===== config.mk =====
export PLATFORM = sky130hd
export DESIGN_NAME = smbh_host
export DESIGN_NICKNAME = d
export VERILOG_FILES = /design/src/rtl/smbh_pkg.sv /design/src/rtl/smbh_launch.sv /design/src/rtl/smbh_status.sv /design/src/rtl/smbh_regs.sv /design/src/rtl/smbh_host.sv
export SDC_FILE = /design/constraint.sdc
export NUM_CORES = 1
export LEC_CHECK = 0
export BUFFER_PORTS_ARGS = -buffer_cell sky130_fd_sc_hd__buf_2
export CAP_MARGIN = 10
export CORE_MARGIN = 1.5
export CORE_UTILIZATION = 49
export CTS_BUF_LIST = sky130_fd_sc_hd__clkbuf_4 sky130_fd_sc_hd__clkbuf_8 sky130_fd_sc_hd__clkbuf_16
export DETAILED_ROUTE_END_ITERATION = 8
export PLACE_DENSITY = 0.88
export SLEW_MARGIN = 40
export SYNTH_ARGS = -nofsm -noshare
export SYNTH_HDL_FRONTEND = slang
export SYNTH_SLANG_ARGS = --single-unit

===== constraint.sdc =====
create_clock -name clk -period 1.38 [get_ports clk]
set_input_delay 0.138 -clock clk [delete_from_list [all_inputs] [get_ports clk]]
set_output_delay 0.138 -clock clk [all_outputs]
set_load 0.005 [all_outputs]

===== src/rtl/smbh_pkg.sv =====
package smbh_pkg;
   localparam int unsigned OFS_STS  = 0;
   localparam int unsigned OFS_CTL  = 2;
   localparam int unsigned OFS_CMD  = 3;
   localparam int unsigned OFS_ADR  = 4;
   localparam int unsigned OFS_D0   = 5;
   localparam int unsigned OFS_D1   = 6;
   localparam int unsigned OFS_BLK  = 7;
   localparam int unsigned OFS_PECB = 8;
   localparam int unsigned OFS_AUXS = 12;
   localparam int unsigned OFS_AUXC = 13;

   typedef enum logic [1:0] {
      RESP_OK   = 2'd0,
      RESP_NACK = 2'd1,
      RESP_ARB  = 2'd2,
      RESP_FAIL = 2'd3
   } resp_e;

   typedef enum logic [1:0] {
      OP_QUICK = 2'd0,
      OP_BYTE  = 2'd1,
      OP_BDATA = 2'd2,
      OP_WORD  = 2'd3
   } op_e;
endpackage


===== src/rtl/smbh_launch.sv =====
module smbh_launch (
   input  logic       clk,
   input  logic       rst_n,
   input  logic       ctl_wr,
   input  logic [2:0] ctl_bits,
   input  logic       flags_any,
   input  logic       eng_done,
   output logic       launch,
   output logic       bad_type,
   output logic       fin,
   output logic       eng_req
);
   logic go;

   assign go       = ctl_wr && ctl_bits[2] && !flags_any;
   assign launch   = go && (ctl_bits[1:0] == 2'b00);
   assign bad_type = go && (ctl_bits[1:0] != 2'b00);
   assign fin      = eng_req && eng_done;

   always_ff @(posedge clk or negedge rst_n) begin
      if (!rst_n)       eng_req <= 1'b0;
      else if (launch)  eng_req <= 1'b1;
      else if (fin)     eng_req <= 1'b0;
   end


   req_hold_chk: assert property (@(posedge clk) disable iff (!rst_n)
      eng_req && !eng_done |=> eng_req);


   refuse_start_chk: assert property (@(posedge clk) disable iff (!rst_n)
      ctl_wr && ctl_bits[2] && flags_any |=> !$rose(eng_req));


   bad_type_chk: assert property (@(posedge clk) disable iff (!rst_n)
      bad_type |=> !$rose(eng_req));
endmodule


===== src/rtl/smbh_status.sv =====
module smbh_status
   import smbh_pkg::*;
(
   input  logic       clk,
   input  logic       rst_n,
   input  logic       sts_wr,
   input  logic [3:0] clr_bits,
   input  logic       launch,
   input  logic       bad_type,
   input  logic       fin,
   input  logic [1:0] eng_resp,
   output logic       busy,
   output logic [3:0] flags
);
   logic [3:0] set_vec;
   logic [3:0] clr_vec;

   always_comb begin
      set_vec = 4'b0000;
      if (fin) begin
         case (resp_e'(eng_resp))
            RESP_OK:   set_vec[0] = 1'b1;
            RESP_NACK: set_vec[1] = 1'b1;
            RESP_ARB:  set_vec[2] = 1'b1;
            default:   set_vec[3] = 1'b1;
         endcase
      end
      if (bad_type) set_vec[3] = 1'b1;
      clr_vec = sts_wr ? clr_bits : 4'b0000;
   end

   always_ff @(posedge clk or negedge rst_n) begin
      if (!rst_n) begin
         busy  <= 1'b0;
         flags <= 4'b0000;
      end else begin
         if (launch)   busy <= 1'b1;
         else if (fin) busy <= 1'b0;
         flags <= (flags & ~clr_vec) | set_vec;
      end
   end


   busy_drop_chk: assert property (@(posedge clk) disable iff (!rst_n)
      busy && fin |=> !busy);


   one_flag_chk: assert property (@(posedge clk) disable iff (!rst_n)
      busy && fin |=> $countones(flags & ~$past(flags)) == 1);


   set_wins_chk: assert property (@(posedge clk) disable iff (!rst_n)
      fin && sts_wr |=> flags != 4'b0000);
endmodule


===== src/rtl/smbh_regs.sv =====
module smbh_regs
   import smbh_pkg::*;
#(
   parameter int unsigned BYTE_W  = 8,
   parameter int unsigned OFS_W   = 4,
   parameter bit          HAS_PEC = 1'b1
) (
   input  logic              clk,
   input  logic              rst_n,
   input  logic              reg_we,
   input  logic [OFS_W-1:0]  reg_addr,
   input  logic [BYTE_W-1:0] reg_wdata,
   output logic [BYTE_W-1:0] reg_rdata,
   input  logic              busy,
   input  logic [3:0]        flags,
   input  logic              fin,
   input  logic [1:0]        eng_resp,
   input  logic [2*BYTE_W-1:0] eng_rdata,
   output logic [1:0]        eng_op,
   output logic [BYTE_W-1:0] eng_addr,
   output logic [BYTE_W-1:0] eng_cmd,
   output logic [2*BYTE_W-1:0] eng_wdata,
   output logic              eng_pec
);
   localparam logic [BYTE_W-1:0] START_MASK = ~(BYTE_W'(1) << 6);

   logic [BYTE_W-1:0] ctl_q, cmd_q, adr_q, d0_q, d1_q, blk_q, pecb_q;
   logic              auxc_q;
   logic              capture;
   logic [BYTE_W-1:0] sts_byte;

   function automatic logic hit(input logic [OFS_W-1:0] a, input int unsigned ofs);
      return a == OFS_W'(ofs);
   endfunction

   assign capture  = fin && (resp_e'(eng_resp) == RESP_OK) && adr_q[0] &&
                     (op_e'(ctl_q[3:2]) != OP_QUICK);
   assign sts_byte = {{(BYTE_W-5){1'b0}}, flags, busy};

   always_ff @(posedge clk or negedge rst_n) begin
      if (!rst_n) begin
         ctl_q  <= '0;
         cmd_q  <= '0;
         adr_q  <= '0;
         d0_q   <= '0;
         d1_q   <= '0;
         blk_q  <= '0;
         pecb_q <= '0;
      end else begin
         if (reg_we && !busy) begin
            if (hit(reg_addr, OFS_CTL)) ctl_q <= reg_wdata & START_MASK;
            if (hit(reg_addr, OFS_CMD)) cmd_q <= reg_wdata;
            if (hit(reg_addr, OFS_ADR)) adr_q <= reg_wdata;
            if (hit(reg_addr, OFS_D0))  d0_q  <= reg_wdata;
            if (hit(reg_addr, OFS_D1))  d1_q  <= reg_wdata;
         end
         if (reg_we && hit(reg_addr, OFS_BLK))  blk_q  <= reg_wdata;
         if (reg_we && hit(reg_addr, OFS_PECB)) pecb_q <= reg_wdata;
         if (capture) begin
            d0_q <= eng_rdata[BYTE_W-1:0];
            if (op_e'(ctl_q[3:2]) == OP_WORD) d1_q <= eng_rdata[2*BYTE_W-1:BYTE_W];
         end
      end
   end

   generate
      if (HAS_PEC) begin : g_pec
         always_ff @(posedge clk or negedge rst_n) begin
            if (!rst_n) auxc_q <= 1'b0;
            else if (reg_we && hit(reg_addr, OFS_AUXC)) auxc_q <= reg_wdata[0];
         end
         assign eng_pec = auxc_q && (op_e'(ctl_q[3:2]) != OP_QUICK);
      end else begin : g_nopec
         assign auxc_q  = 1'b0;
         assign eng_pec = 1'b0;
      end
   endgenerate

   always_comb begin
      reg_rdata = '0;
      if      (hit(reg_addr, OFS_STS))  reg_rdata = sts_byte;
      else if (hit(reg_addr, OFS_CTL))  reg_rdata = ctl_q;
      else if (hit(reg_addr, OFS_CMD))  reg_rdata = cmd_q;
      else if (hit(reg_addr, OFS_ADR))  reg_rdata = adr_q;
      else if (hit(reg_addr, OFS_D0))   reg_rdata = d0_q;
      else if (hit(reg_addr, OFS_D1))   reg_rdata = d1_q;
      else if (hit(reg_addr, OFS_BLK))  reg_rdata = blk_q;
      else if (hit(reg_addr, OFS_PECB)) reg_rdata = pecb_q;
      else if (hit(reg_addr, OFS_AUXC)) reg_rdata = {{(BYTE_W-1){1'b0}}, auxc_q};
   end

   assign eng_op    = ctl_q[3:2];
   assign eng_addr  = adr_q;
   assign eng_cmd   = cmd_q;
   assign eng_wdata = {d1_q, d0_q};


   launch_regs_stable_chk: assert property (@(posedge clk) disable iff (!rst_n)
      busy && !fin |=> $stable({eng_op, eng_addr, eng_cmd, eng_wdata}));


   data_keep_chk: assert property (@(posedge clk) disable iff (!rst_n)
      fin && !capture |=> $stable(eng_wdata));


   quick_no_pec_chk: assert property (@(posedge clk) disable iff (!rst_n)
      busy && (op_e'(eng_op) == OP_QUICK) |-> !eng_pec);
endmodule


===== src/rtl/smbh_host.sv =====
module smbh_host
   import smbh_pkg::*;
#(
   parameter int unsigned BYTE_W  = 8,
   parameter int unsigned OFS_W   = 4,
   parameter bit          HAS_PEC = 1'b1
) (
   input  logic                clk,
   input  logic                rst_n,
   input  logic                reg_we,
   input  logic [OFS_W-1:0]    reg_addr,
   input  logic [BYTE_W-1:0]   reg_wdata,
   output logic [BYTE_W-1:0]   reg_rdata,
   output logic                eng_req,
   output logic [1:0]          eng_op,
   output logic [BYTE_W-1:0]   eng_addr,
   output logic [BYTE_W-1:0]   eng_cmd,
   output logic [2*BYTE_W-1:0] eng_wdata,
   output logic                eng_pec,
   input  logic                eng_done,
   input  logic [1:0]          eng_resp,
   input  logic [2*BYTE_W-1:0] eng_rdata
);
   initial begin
      byte_width_chk: assert (BYTE_W == 8);
      offset_width_chk: assert (OFS_W >= 4);
   end

   logic       busy, launch, bad_type, fin;
   logic [3:0] flags;
   logic       ctl_wr, sts_wr;

   assign ctl_wr = reg_we && (reg_addr == OFS_W'(OFS_CTL));
   assign sts_wr = reg_we && (reg_addr == OFS_W'(OFS_STS));

   smbh_launch u_launch (
      .clk       (clk),
      .rst_n     (rst_n),
      .ctl_wr    (ctl_wr),
      .ctl_bits  (reg_wdata[6:4]),
      .flags_any (busy || (flags != 4'b0000)),
      .eng_done  (eng_done),
      .launch    (launch),
      .bad_type  (bad_type),
      .fin       (fin),
      .eng_req   (eng_req)
   );

   smbh_status u_status (
      .clk      (clk),
      .rst_n    (rst_n),
      .sts_wr   (sts_wr),
      .clr_bits (reg_wdata[4:1]),
      .launch   (launch),
      .bad_type (bad_type),
      .fin      (fin),
      .eng_resp (eng_resp),
      .busy     (busy),
      .flags    (flags)
   );

   smbh_regs #(
      .BYTE_W  (BYTE_W),
      .OFS_W   (OFS_W),
      .HAS_PEC (HAS_PEC)
   ) u_regs (
      .clk       (clk),
      .rst_n     (rst_n),
      .reg_we    (reg_we),
      .reg_addr  (reg_addr),
      .reg_wdata (reg_wdata),
      .reg_rdata (reg_rdata),
      .busy      (busy),
      .flags     (flags),
      .fin       (fin),
      .eng_resp  (eng_resp),
      .eng_rdata (eng_rdata),
      .eng_op    (eng_op),
      .eng_addr  (eng_addr),
      .eng_cmd   (eng_cmd),
      .eng_wdata (eng_wdata),
      .eng_pec   (eng_pec)
   );


   busy_req_chk: assert property (@(posedge clk) disable iff (!rst_n)
      $rose(eng_req) |-> busy);
endmodule


-- Word level (Yosys, flattened, before mapping)
Cells that the tools add are included.
- equal/unequal tests: 11
- multiplexer cells: 25
- bitwise gates (word level): 3
- reduce and logical (&&, ||, !) cells: 32
- operators by type and width (kind ; number):
    two-way mux 8 bit ; 15
    == test 4 x 3 -> 1 bit, second input constant ; 4
    logical AND 1 bit ; 15
    nonzero test 2 bit ; 5
    == test 4 x 2 -> 1 bit, second input constant ; 2
    == test 4 bit, second input constant ; 2
    two-way mux 1 bit ; 8
    two-way mux 4 bit ; 2
    AND reduction 2 bit ; 4
    bitwise AND 4 bit ; 1
    == test 2 bit, second input constant ; 2
    logical NOT 2 bit ; 2
    logical NOT 4 bit ; 1
    NOT 4 bit ; 1
    bitwise OR 4 bit ; 1
    nonzero test 4 bit ; 1
    OR reduction 3 bit ; 1
    == test 2 x 1 -> 1 bit, second input constant ; 1
    logical NOT 1 bit ; 2
    logical OR 1 bit ; 1
- register bits: 61
- output and inout bits: 44
- logic and storage cells: 81

-- Logic depth before layout (Yosys ltp)
- depth after elaboration: 10
- mapped depth: 7
- gate-level depth less buffers: 4

-- Cells and area by module
Synthesis repeated with hierarchy kept, for this count alone.
- cells, all modules: 326
- area, all modules: 3490.8 sq um
- by module, submodules not included (module ; instances ; cells each ; area an instance (sq um) ; sequential area each (sq um)):
    smbh_regs ; 1 ; 295 ; 3165.5 ; 1401.3
    smbh_status ; 1 ; 17 ; 202.7 ; 125.1
    smbh_launch ; 1 ; 8 ; 83.8 ; 25.0
    smbh_host ; 1 ; 6 ; 38.8 ; 0.0

-- Worst setup path after synthesis
Ideal clock, no wire load.
- path kind: flip-flop to flip-flop
- from: register u_status.busy
- to: register u_regs.ctl_q[0]
- library setup time: 0.127 ns
- data arrival time: 1.373 ns
- slack: -0.120 ns
- stages on the path, launching flop included: 5
- period minus slack after synthesis: 1.500 ns
- path through: dfrtp_1 > nand2b_1 > nor3_4 > buf_6 > mux2_1
- cells in the longest elaborated chain, start to end: 3
- ends and longest elaborated chain (what ; RTL line ; RTL):
    start: declaration ; smbh_status.sv:12 ; output logic busy,
    start signal: assignment ; smbh_status.sv:34 ; busy <= 1'b0;
    start signal: assignment ; smbh_status.sv:37 ; if (launch) busy <= 1'b1;
    start signal: assignment ; smbh_status.sv:38 ; else if (fin) busy <= 1'b0;
    logical NOT 1 bit ; smbh_regs.sv:50 ; if (reg_we && !busy) begin
    logical AND 1 bit ; smbh_regs.sv:50 ;
    AND reduction 2 bit (no source line) ; n/a ;
    end signal: assignment ; smbh_regs.sv:51 ; if (hit(reg_addr, OFS_CTL)) ctl_q <= reg_wdata & START_MASK;
    end: declaration ; smbh_regs.sv:27 ; logic [BYTE_W-1:0] ctl_q, cmd_q, adr_q, d0_q, d1_q, blk_q, pecb_q;
Every way passes these cells.
A chain may end at the register's enable or synchronous reset.

-- Final worst setup path
- from: register u_regs.ctl_q[3]
- to: output reg_rdata[3]
- cells in the longest elaborated chain, start to end: 2
- ends and longest elaborated chain (what ; RTL line ; RTL):
    two-way mux 8 bit ; smbh_regs.sv:82 ; else if (hit(reg_addr, OFS_CTL)) reg_rdata = ctl_q;
    two-way mux 8 bit ; smbh_regs.sv:81 ; if (hit(reg_addr, OFS_STS)) reg_rdata = sts_byte;
    end: declaration ; smbh_host.sv:13 ; output logic [BYTE_W-1:0] reg_rdata,
Every way passes these cells.

==> results.sh <==
export IMPL_power_uw=5613
export IMPL_ys_seq_area_share_pct=45.42
export IMPL_synth_avg_cell_area_um2=10.95
export IMPL_core_rowCount=29
export IMPL_synth_top_area_cell="dfrtp_1"
export IMPL_setup_violations=49
export IMPL_first_pass_iters=5
export IMPL_synth_area_top_cells="dfrtp_1 (45%), mux2_2 (8.7%), o21ai_0 (4.2%), mux2_4 (3.6%), a22o_1 (3.1%)"
export IMPL_routed_via_density=6.175
export IMPL_gr_usage_all_layers_pct=29.52
export IMPL_die_width_um=85.82
export IMPL_cp_arrival_ns=1.50
export IMPL_crit_family="compound AO/OA/AOI/OAI gates"
export IMPL_syn_num_nets=341
export IMPL_grt_max_degree=62
export IMPL_fillers=427
export IMPL_async_reset_ff_share_pct=100.0
export IMPL_critical_path_max_stage_delay_ns=0.39
export IMPL_grt_overflow=0
export IMPL_peakVddDrop_mv=0.8094
export IMPL_cts_sinks=61
export IMPL_regArea_um2=1528
export IMPL_fin_skew_ns=0.009240
export IMPL_fp_dieArea_um2=7364
export IMPL_synth_seq_cells=61
export IMPL_path_class="flop to output port"
export IMPL_yosys_warnings=0
export IMPL_boundaryPins=78
export IMPL_syn_area_um2=3361
export IMPL_multi_input_area_um2=1914
export IMPL_drc_errors=0
export IMPL_netlist_instances=307
export IMPL_synth_ff_type="dfrtp_1"
export IMPL_synth_top_area_share_pct=45.42
export IMPL_cts_path_max_buffers=2
export IMPL_crit_path_cell_trace="buf_6 -> nor2b_4 -> a21oi_1 -> a21oi_1 -> a21o_1 -> buf_2"
export IMPL_ctsRootBufferMaster="clkbuf_8"
export IMPL_grt_pass1_vias=3201
export IMPL_path_common_cell="a21oi_1"
export IMPL_drv_cap=0
export IMPL_htreeDepth=3
export IMPL_slowest_stage="dfrtp_1"
export IMPL_max_slew_margin_rel_pct=70.17
export IMPL_diodes=0
export IMPL_start_util_pct=51.74
export IMPL_drv_slew=0
export IMPL_nets=473
export IMPL_timing_critical_path_buf_inv=2
export IMPL_final_layout_size_suffix_gt1_share_pct=53.95
export IMPL_insertion_delay_ns=0.35
export IMPL_leakagePower_uw=0.002343
export IMPL_cp_start_kind="flop"
export IMPL_hold_ws_ns=-0.003350
export IMPL_status="complete, but fails checks"
export IMPL_cts_tree="built"
export IMPL_hold_path_class="primary input to flop"
export IMPL_core_um2=6495
export IMPL_die_height_um=85.82
export IMPL_fmax_mhz=610.7
export IMPL_worst_slack_ns=-0.2575
export IMPL_yosysUniqueCellTypes=50
export IMPL_worstPathMaxFanout=2
export IMPL_numCtsBuffers=9
export IMPL_drt_iter0_markers=353
export IMPL_numPortBuffers=77
export IMPL_hpwlAfterDp_um=6923
export IMPL_min_period_ns=1.638
export IMPL_tightest_slew_ns=0.4413
export IMPL_violations="hold timing, setup timing"
export IMPL_hold_viol=1
export IMPL_finalWirelength_um=10580
export IMPL_drt_wirelength_per_cell_um=20.34
export IMPL_vias=3211
export IMPL_grt_pass1_wl_um=16490
export IMPL_area_growth_pct=40.21
export IMPL_p_per_area_nw_per_um2=1191
export IMPL_required_ns=1.24
export IMPL_drtAntennaViolNets=0
export IMPL_antenna_found_initial=0
export IMPL_gp_congestion=0.8741
export IMPL_path_clk_slew_ns=0.07
export IMPL_cp_end_kind="output port"
export IMPL_yosys_cell_count_top_type="dfrtp_1"
export IMPL_synth_edf_count=0
export IMPL_synth_common_cells="dfrtp_1 (61), o21ai_0 (28), mux2_2 (26), nand2_1 (26)"
export IMPL_fin_crit_sh_pct=118.7
export IMPL_rsz0062_at_grt="yes"
==> logic make-up (layout without fill, tap and decap cells) <==
kind of cell | after synthesis | in the layout | share of synthesized area, %
AOI/OAI and AO/OA | 90 | 90 | 18.13
buffers and inverters | 24 | 160 | 3.723
DFF | 61 | 61 | 45.42
muxes | 48 | 48 | 16.60
and+or+nand+nor | 84 | 84 | 16.12
==> tightest hold or removal path, stage by stage <==
cell	delay [ns]
buf_2	0.09
nand2_2	0.04
o21ai_2	0.05
==> power by group <==
part           internal (uW)  switching, uW
combinational            942            729
sequential              2190            315
clock                    746            693
==> state kept, by name, summed over array words and instances, names as in the netlist <==
name             count
u_regs.blk_q         8
u_regs.d0_q          8
u_regs.d1_q          8
u_regs.eng_addr      8
u_regs.eng_cmd       8
u_regs.pecb_q        8
u_regs.ctl_q         7
u_status.flags       4
u_regs.auxc_q        1
u_status.busy        1
==> stage by stage <==
stage | setup slack (ns) | setup TNS, ns | std cells | cell area [um^2] | util, %
floorplan | -0.01883 | -0.01883 | 307 | 3386 | -
global placement | -0.1017 | -1.596 | 488 | 4161 | 64.07
detailed placement | -0.1589 | -3.867 | 488 | 4161 | 64.07
CTS | -0.2717 | -3.989 | 514 | 4552 | 70.08
global route | -0.3242 | -9.170 | 520 | 4712 | 72.55
finish | -0.2575 | -7.216 | 520 | 4712 | 72.55
==> timing repair <==
action,CTS,global route
cloned,1,0
setup endpoints to repair,37,50
hold buffers,1,1
gates resized for setup,44,29
hold endpoints to repair,61,1
pin swaps,16,13
setup buffers,9,6
==> cells in the final DEF (no fill, tap or decap), types with 3 or more instances in the layout <==
cell type   n
nand2_4     5
nor2b_2     3
nand2_2     4
clkbuf_8   10
o21ai_0     9
nand2_1    19
nand2b_4    3
a32oi_1     7
buf_6      10
a31oi_1     3
nand2b_1    4
buf_12      7
o21a_1      3
mux2_4     13
o211ai_1    3
and4b_1     3
o21ai_2     6
mux2i_1    10
o21ai_1    13
inv_1       5
a21oi_2     3
nor3_1      4
a21o_1     11
clkbuf_4    3
o2bb2ai_1   3
nor2_1      6
nor2b_1     8
dfrtp_1    60
a21oi_1     6
buf_2      77
buf_4      43
mux2_2     25
a22o_1     12
==> routing by layer <==
layer	share of wire [%]	GRT usage (%)	up-vias
met5	0	0	-
met4	2.4	9.384	0
met3	6.8	6.641	35
met2	50	48.32	183
met1	41	39.20	1590
li1	-	-	1403
==> worst paths after layout <==
check                                                  from                            end  slack (ns)  cells past startpoint
max in group asynchronous                             rst_n      u_status.busy$_DFFE_PN0P_        0.77                      3
min in group asynchronous                             rst_n  u_regs.eng_cmd[0]$_DFFE_PN0P_        0.33                      3
worst min-delay path                          eng_rdata[12]       u_regs.d1_q[4]$_DFF_PN0_      -0.003                      3
worst max register to register  u_regs.ctl_q[3]$_DFFE_PN0P_       u_regs.d1_q[5]$_DFF_PN0_       -0.18                      8
worst max-delay path            u_regs.ctl_q[3]$_DFFE_PN0P_                   reg_rdata[3]       -0.26                      6
worst min register to register  u_regs.blk_q[7]$_DFFE_PN0P_    u_regs.blk_q[7]$_DFFE_PN0P_        0.50                      1
==> area by class of cell <==
class | count | share of cell area (%)
multi-input cells | 222 | 40.63
repair buffers | 139 | 20.82
clock buffers | 13 | 3.399
flip-flops and latches | 61 | 32.42
inverters | 6 | 0.4780
well taps | 77 | 2.045
clock inverters | 2 | 0.2124
No activity file was read; power rests on OpenSTA's default activity.
